File: config.mk
export PLATFORM = sky130hd
export DESIGN_NAME = dma_gated_cmd_defer
export DESIGN_NICKNAME = d
export VERILOG_FILES = /design/src/rtl/dgc_pkg.sv /design/src/rtl/dgc_edge_sense.sv /design/src/rtl/dgc_pend_slot.sv /design/src/rtl/dgc_launch.sv /design/src/rtl/dma_gated_cmd_defer.sv
export SDC_FILE = /design/constraint.sdc
export NUM_CORES = 1
export LEC_CHECK = 0
export BUFFER_PORTS_ARGS = -buffer_cell sky130_fd_sc_hd__clkbuf_2
export CAP_MARGIN = 20
export CORE_AREA = 2 2 39 41
export CTS_CLUSTER_SIZE = 40
export DETAILED_ROUTE_END_ITERATION = 12
export DIE_AREA = 0 0 41 43
export GPL_TIMING_DRIVEN = 0
export PLACE_DENSITY = 0.56
export SYNTH_ARGS = -nofsm -noshare
export SYNTH_HDL_FRONTEND = slang
export SYNTH_SLANG_ARGS = --single-unit
export TNS_END_PERCENT = 30
File: constraint.sdc
create_clock -name clk -period 1.4 [get_ports clk]
set_input_delay 0.14 -clock clk [delete_from_list [all_inputs] [get_ports clk]]
set_output_delay 0.14 -clock clk [all_outputs]
set_load 0.01 [all_outputs]
File: src/rtl/dgc_pkg.sv
package dgc_pkg;
  localparam int KIND_W = 2;
  typedef enum logic [KIND_W-1:0] {
    CK_NONE         = 2'd0,
    CK_SEL_ATN      = 2'd1,
    CK_SEL_PLAIN    = 2'd2,
    CK_SEL_ATN_STOP = 2'd3
  } cmd_kind_e;

  function automatic logic is_gated(input logic [KIND_W-1:0] k);
    return (k == CK_SEL_ATN) || (k == CK_SEL_PLAIN) || (k == CK_SEL_ATN_STOP);
  endfunction
endpackage

File: src/rtl/dgc_edge_sense.sv
module dgc_edge_sense #(
  parameter bit STRAP_EN = 1'b0
) (
  input  logic clk,
  input  logic rst_n,
  input  logic lvl,
  output logic rise,
  output logic fall,
  output logic prev_q,
  output logic en_q,
  output logic en_live
);
  always_comb begin
    rise = lvl & ~prev_q;
    fall = ~lvl & prev_q;
    if (rise)      en_live = 1'b1;
    else if (fall) en_live = 1'b0;
    else           en_live = en_q;
  end

  always_ff @(posedge clk or negedge rst_n) begin
    if (!rst_n) begin
      prev_q <= 1'b0;
      en_q   <= STRAP_EN;
    end else begin
      prev_q <= lvl;
      en_q   <= en_live;
    end
  end
endmodule

File: src/rtl/dgc_pend_slot.sv
module dgc_pend_slot #(
  parameter int KIND_W = dgc_pkg::KIND_W
) (
  input  logic              clk,
  input  logic              rst_n,
  input  logic              load,
  input  logic              clear,
  input  logic [KIND_W-1:0] kind_in,
  output logic              pend_v,
  output logic [KIND_W-1:0] pend_kind
);
  always_ff @(posedge clk or negedge rst_n) begin
    if (!rst_n) begin
      pend_v    <= 1'b0;
      pend_kind <= '0;
    end else if (load) begin
      pend_v    <= 1'b1;
      pend_kind <= kind_in;
    end else if (clear) begin
      pend_v    <= 1'b0;
      pend_kind <= '0;
    end
  end
endmodule

File: src/rtl/dgc_launch.sv
module dgc_launch #(
  parameter int KIND_W = dgc_pkg::KIND_W
) (
  input  logic              ctl_reset,
  input  logic              cmd_valid,
  input  logic [KIND_W-1:0] cmd_kind,
  input  logic              rise,
  input  logic              en_live,
  input  logic              pend_v,
  input  logic [KIND_W-1:0] pend_kind,
  output logic              pend_load,
  output logic              pend_clear,
  output logic              start_valid,
  output logic [KIND_W-1:0] start_kind
);
  logic gated;
  assign gated = cmd_valid & dgc_pkg::is_gated(cmd_kind);

  always_comb begin
    pend_load   = 1'b0;
    pend_clear  = 1'b0;
    start_valid = 1'b0;
    start_kind  = '0;
    if (ctl_reset) begin
      pend_clear = 1'b1;
    end else if (gated && en_live) begin
      start_valid = 1'b1;
      start_kind  = cmd_kind;
      pend_clear  = rise;
    end else if (gated) begin
      pend_load = 1'b1;
    end else if (rise && pend_v) begin
      start_valid = 1'b1;
      start_kind  = pend_kind;
      pend_clear  = 1'b1;
    end
  end
endmodule

File: src/rtl/dma_gated_cmd_defer.sv
module dma_gated_cmd_defer #(
  parameter bit STRAP_EN = 1'b0,
  parameter int KIND_W   = dgc_pkg::KIND_W
) (
  input  logic              clk,
  input  logic              rst_n,
  input  logic              ctl_reset,
  input  logic              cmd_valid,
  input  logic [KIND_W-1:0] cmd_kind,
  input  logic              dma_en,
  output logic              start_valid,
  output logic [KIND_W-1:0] start_kind
);
  logic              rise, fall, dma_prev, en_q, en_live;
  logic              pend_v, pend_load, pend_clear;
  logic [KIND_W-1:0] pend_kind;

  dgc_edge_sense #(.STRAP_EN(STRAP_EN)) u_edge (
    .clk(clk), .rst_n(rst_n), .lvl(dma_en),
    .rise(rise), .fall(fall), .prev_q(dma_prev),
    .en_q(en_q), .en_live(en_live)
  );

  dgc_pend_slot #(.KIND_W(KIND_W)) u_slot (
    .clk(clk), .rst_n(rst_n), .load(pend_load), .clear(pend_clear),
    .kind_in(cmd_kind), .pend_v(pend_v), .pend_kind(pend_kind)
  );

  dgc_launch #(.KIND_W(KIND_W)) u_launch (
    .ctl_reset(ctl_reset), .cmd_valid(cmd_valid), .cmd_kind(cmd_kind),
    .rise(rise), .en_live(en_live), .pend_v(pend_v), .pend_kind(pend_kind),
    .pend_load(pend_load), .pend_clear(pend_clear),
    .start_valid(start_valid), .start_kind(start_kind)
  );
endmodule

== After elaboration in Yosys (flattened, before gate mapping) ==
Cells that the tools add are included.
Storage, ports and cells
  logic and storage cells: 36
  flip-flop bits (word level): 5
Cells by class
  bitwise gates (word level): 5
  mux-type cells: 19
  eq/ne operators: 3
  reductions and logical operators: 5
Operators by type and width (count)
  1-bit two-way mux: 13
  2-bit two-way mux: 6
  2-bit equality test (second input constant): 2
  1-bit bitwise AND: 3
  2-bit by 1-bit equality test with 1-bit output (second input constant): 1
  1-bit logical AND: 2
  1-bit logical OR: 2
  1-bit inverter: 2
  2-bit nonzero test: 1

== Depth between registers and ports, before layout ==
  depth in word-level cells: 9
  gate-level depth with buffers: 3
  depth with buffers taken out: 3

== Hierarchy ==
From an unflattened synthesis, not the netlist that was laid out.
Unflattened totals
  cell total of the unflattened synthesis: 24
  area, all modules: 269.0 um^2
Modules (own cells, without submodules)
  dgc_pend_slot: sequential area each 75.1 um^2, cells each 8, area an instance 108.9 um^2, instances 1
  dgc_launch: sequential area each 0.0 um^2, cells each 10, area an instance 83.8 um^2, instances 1
  dgc_edge_sense: sequential area each 50.0 um^2, cells each 6, area an instance 76.3 um^2, instances 1

== Worst setup path after synthesis ==
No wires, ideal clock.
  path type: reg-to-output
  start point: register u_edge.prev_q
  end point: output port start_kind[0]
  data required time: 1.260 ns
  arrival time: 0.986 ns
  slack: 0.274 ns
  stages on the path, launching flop included: 4
  path buffers: 0
  cell sequence: dfrtp_1 > o21ba_2 > o211ai_1 > a21oi_1
Between the ends
  word-level cells in the longest chain between the ends: 7
RTL lines
  start: declaration: line dgc_edge_sense.sv:9  | output logic prev_q,
  start signal: assignment: line dgc_edge_sense.sv:26  | prev_q <= lvl;
  1-bit inverter: line dgc_edge_sense.sv:14  | rise = lvl & ~prev_q;
  1-bit bitwise AND: line dgc_edge_sense.sv:14
  1-bit logical AND: line dgc_launch.sv:32  | end else if (rise && pend_v) begin
  2-bit two-way mux: line dgc_launch.sv:32
  2-bit two-way mux: line dgc_launch.sv:30  | end else if (gated) begin
  2-bit two-way mux (*): line dgc_launch.sv:26  | end else if (gated && en_live) begin
  2-bit two-way mux (*): line dgc_launch.sv:24  | if (ctl_reset) begin
  end: declaration: line dma_gated_cmd_defer.sv:12  | output logic [KIND_W-1:0] start_kind
Every way passes the cells marked *; elsewhere a longest branch is shown, timed or not.

== Worst setup path in the final report ==
  start point: register u_edge.prev_q
  end point: output port start_kind[1]
Same word-level chain as after synthesis.

==> flow_metrics.py <==
metrics = {
    "sta": {
        "min_period_over_period_pct": 98.5,
        "rsz0062_at_grt": "true",
        "setup-violations-final": 0,
        "setup_ws_ns": 0.0208,
        "max_slew_margin_pct": 80.5,
        "period_needed_ns": 1.38,
        "hold_violations": 0,
        "worst-slew-pin-transition_ns": 0.293,
        "drv_slew": 0,
        "finalClockSkew_ns": 0.000558,
        "fmax_ghz": 0.725,
    },
    "place": {
        "port_buffers": 9,
        "place_area_sq_um": 389,
        "gp_congestion": 0.715,
        "place_ws_ns": 0.170,
    },
    "route": {
        "drcViolationCount": 0,
        "vias": 312,
        "routed.top_layer": "met3",
        "routed_wl_microns": 674,
        "avgRoutedWirePerCell_microns": 10.4,
        "antenna_left": 0,
        "wl_met3_microns": 47,
        "wl_met1_microns": 328,
        "firstDrtPassIters": 3,
        "vias_per_cell": 4.80,
        "route.met2.wl_microns": 298,
        "drt_iter0_markers": 1,
    },
    "logic_synthesis": {
        "syn-cell-area_sq_um": 324,
        "synthCells": 34,
        "ys_seq_area_share_pct": 38.6,
        "async_flop_share_pct": 100,
        "synth_edf_count": 0,
        "ys_ff_latch": 5,
        "synthFlopType": "dfrtp_1",
        "syn-mean-instance-area_sq_um": 9.53,
        "ys_types": 21,
        "yosys_warnings": 0,
        "syn_nets": 41,
    },
    "global_route": {
        "antenna_found_initial": 0,
        "grt.total_usage_pct": 9.72,
        "gr-total-overflow": 0,
        "grt_max_degree": 7,
        "grt_first_pass_wirelength_microns": 1150,
        "grt_pass1_vias": 306,
    },
    "clocking": {
        "path_clk_slew_ns": 0.04,
        "clk_latency_ns": 0.23,
        "cts_buffers": 3,
        "cts.sinks": 5,
        "cts_buffer_depth": 2,
        "cts_tree": "built",
        "cts-htree-levels": 1,
        "cts-root-buf": "clkbuf_4",
    },
    "power_and_ir_drop": {
        "combPwrFrac_pct": 20.5,
        "ir_drop_mv": 0.359,
        "clkPwrFrac_pct": 38.8,
        "internal_power_mw": 0.300,
        "p_per_area_nw_per_um2": 908,
        "seqPwrFrac_pct": 40.6,
        "cellLeakagePower_nw": 0.201,
        "swShare_pct": 25.1,
        "p_sw_mw": 0.101,
    },
    "critical_path": {
        "cp_max_fo": 5,
        "required_ns": 1.26,
        "r2r_start": "u_edge.en_q",
        "cp-start-kind": "flop",
        "crit_start": "u_edge.prev_q",
        "r2r_setup_slack_ns": 0.20,
        "worstSetupEndpoint": "start_kind[1]",
        "crit_path_end_kind": "output port",
        "cp.arrival_ns": 1.24,
        "reg2reg_depth": 4,
        "r2r-end": "u_slot.pend_kind[1]",
        "crit_type": "flop to output port",
    },
    "floorplan": {
        "fp-row-count": 14,
        "dieArea_sq_um": 1760,
        "start_util_pct": 23.4,
        "coreArea_sq_um": 1380,
        "die_w_microns": 41,
        "die_y_microns": 43,
        "ios": 10,
    },
    "finish": {
        "final_util_pct": 31.9,
        "layout_common_cells": "clkbuf_2 (6), dfrtp_1 (5), a21oi_1 (4), clkbuf_4 (3), buf_2 (3)",
        "final_cell_area_sq_um": 442,
        "nNetsFinal": 57,
        "areaGrowthSynthToFinish_pct": 36.3,
        "diodes": 0,
        "layout-drive-gt1-share_pct": 38.8,
        "final_common_cell": "clkbuf_2",
    },
    "run_status": {
        "outcome": "completed",
    },
    "flow_run": {
        "timing.max_cap.violations": 0,
    },
    "hold_path": {
        "min_path_type": "input pin to flop",
    },
}
## Yosys cell counts (all sizes together) (2+ instances only)
cell    n  area, sq um
a21oi   4         20.0
dfrtp   5          125
inv     2         7.51
mux2i   2         20.0
nand2   2         7.51
nand4   2         12.5
nor3    2         21.3
o211ai  2         15.0
o21ai   2         13.8
o311ai  2         17.5
## final cells by class
| type | count | area [sq um] |
|---|---|---|
| inverters | 2 | 7.51 |
| well taps | 16 | 20.0 |
| clock buffers | 4 | 26.3 |
| flip-flops and latches | 5 | 125 |
| fillers | 144 | 942 |
| repair buffers | 11 | 62.6 |
| multi-input cells | 27 | 200 |
## registers in the layout, indices dropped and copies added, names as in the netlist
name,cells
u_edge.prev_q,1
u_slot.pend_v,1
u_slot.pend_kind,2
u_edge.en_q,1
## power by group through the flow
stage / Combinational, mW / Clock (mW) / Sequential [mW]
4_1_cts: 0.0829 / 0.166 / 0.163
3_5_place_dp: 0.0751 / 0 / 0.164
5_1_grt: 0.0933 / 0.176 / 0.164
6_report: 0.0824 / 0.156 / 0.163
2_1_floorplan: 0.0475 / 0 / 0.162
3_3_place_gp: 0.0743 / 0 / 0.164
## repair_timing
item                                    CTS  global route
cloned                                    0             0
resized for setup                         1             4
hold buffers                              1             0
pin swaps                                 1             2
endpoints found under the hold margin     5             0
buffers inserted                          1             0
endpoints found under the setup margin    3             3
## through the flow
step	hold slack [ns]	std cells	total power [mW]	TNS [ns]
after global placement	-0.0400	59	0.238	0
final	0.103	65	0.401	0
after CTS	0.0934	65	0.411	0
after global routing	0.0989	65	0.434	-0.198
after floorplan	-0.156	34	0.209	0
after detailed placement	-0.0400	59	0.239	0
## worst min path at each step
stage	start	end	slack (ns)	cells after the start
CTS	dma_en	u_edge.prev_q	0.09	1
detailed placement	rst_n	u_slot.pend_kind[0]	-0.04	1
finish	dma_en	u_edge.prev_q	0.10	1
global placement	rst_n	u_slot.pend_kind[0]	-0.04	1
global route	dma_en	u_edge.prev_q	0.1	1
floorplan	rst_n	u_edge.en_q	-0.16	0
## logic make-up after synthesis
group	Yosys count	share of synthesized area (%)
AOI/OAI and AO/OA	13	29.0
and+or+nand+nor	12	23.9
muxes	2	6.18
buffers and inverters	2	2.32
DFF	5	38.6
## worst max-delay path, cell delays in order, from the launching register on
cell	delay [ns]
dfrtp_1	0.40
o21ba_4	0.26
o211ai_1	0.09
a21oi_1	0.13
buf_2	0.14
## per-layer routing
layer / vias up / GRT usage (%)
met3: 0 / 1.57
li1: 162 / -
met4: 0 / 8.00
met5: - / 0
met2: 9 / 13.4
met1: 141 / 12.5
No activity file was read; power rests on OpenSTA's default activity.
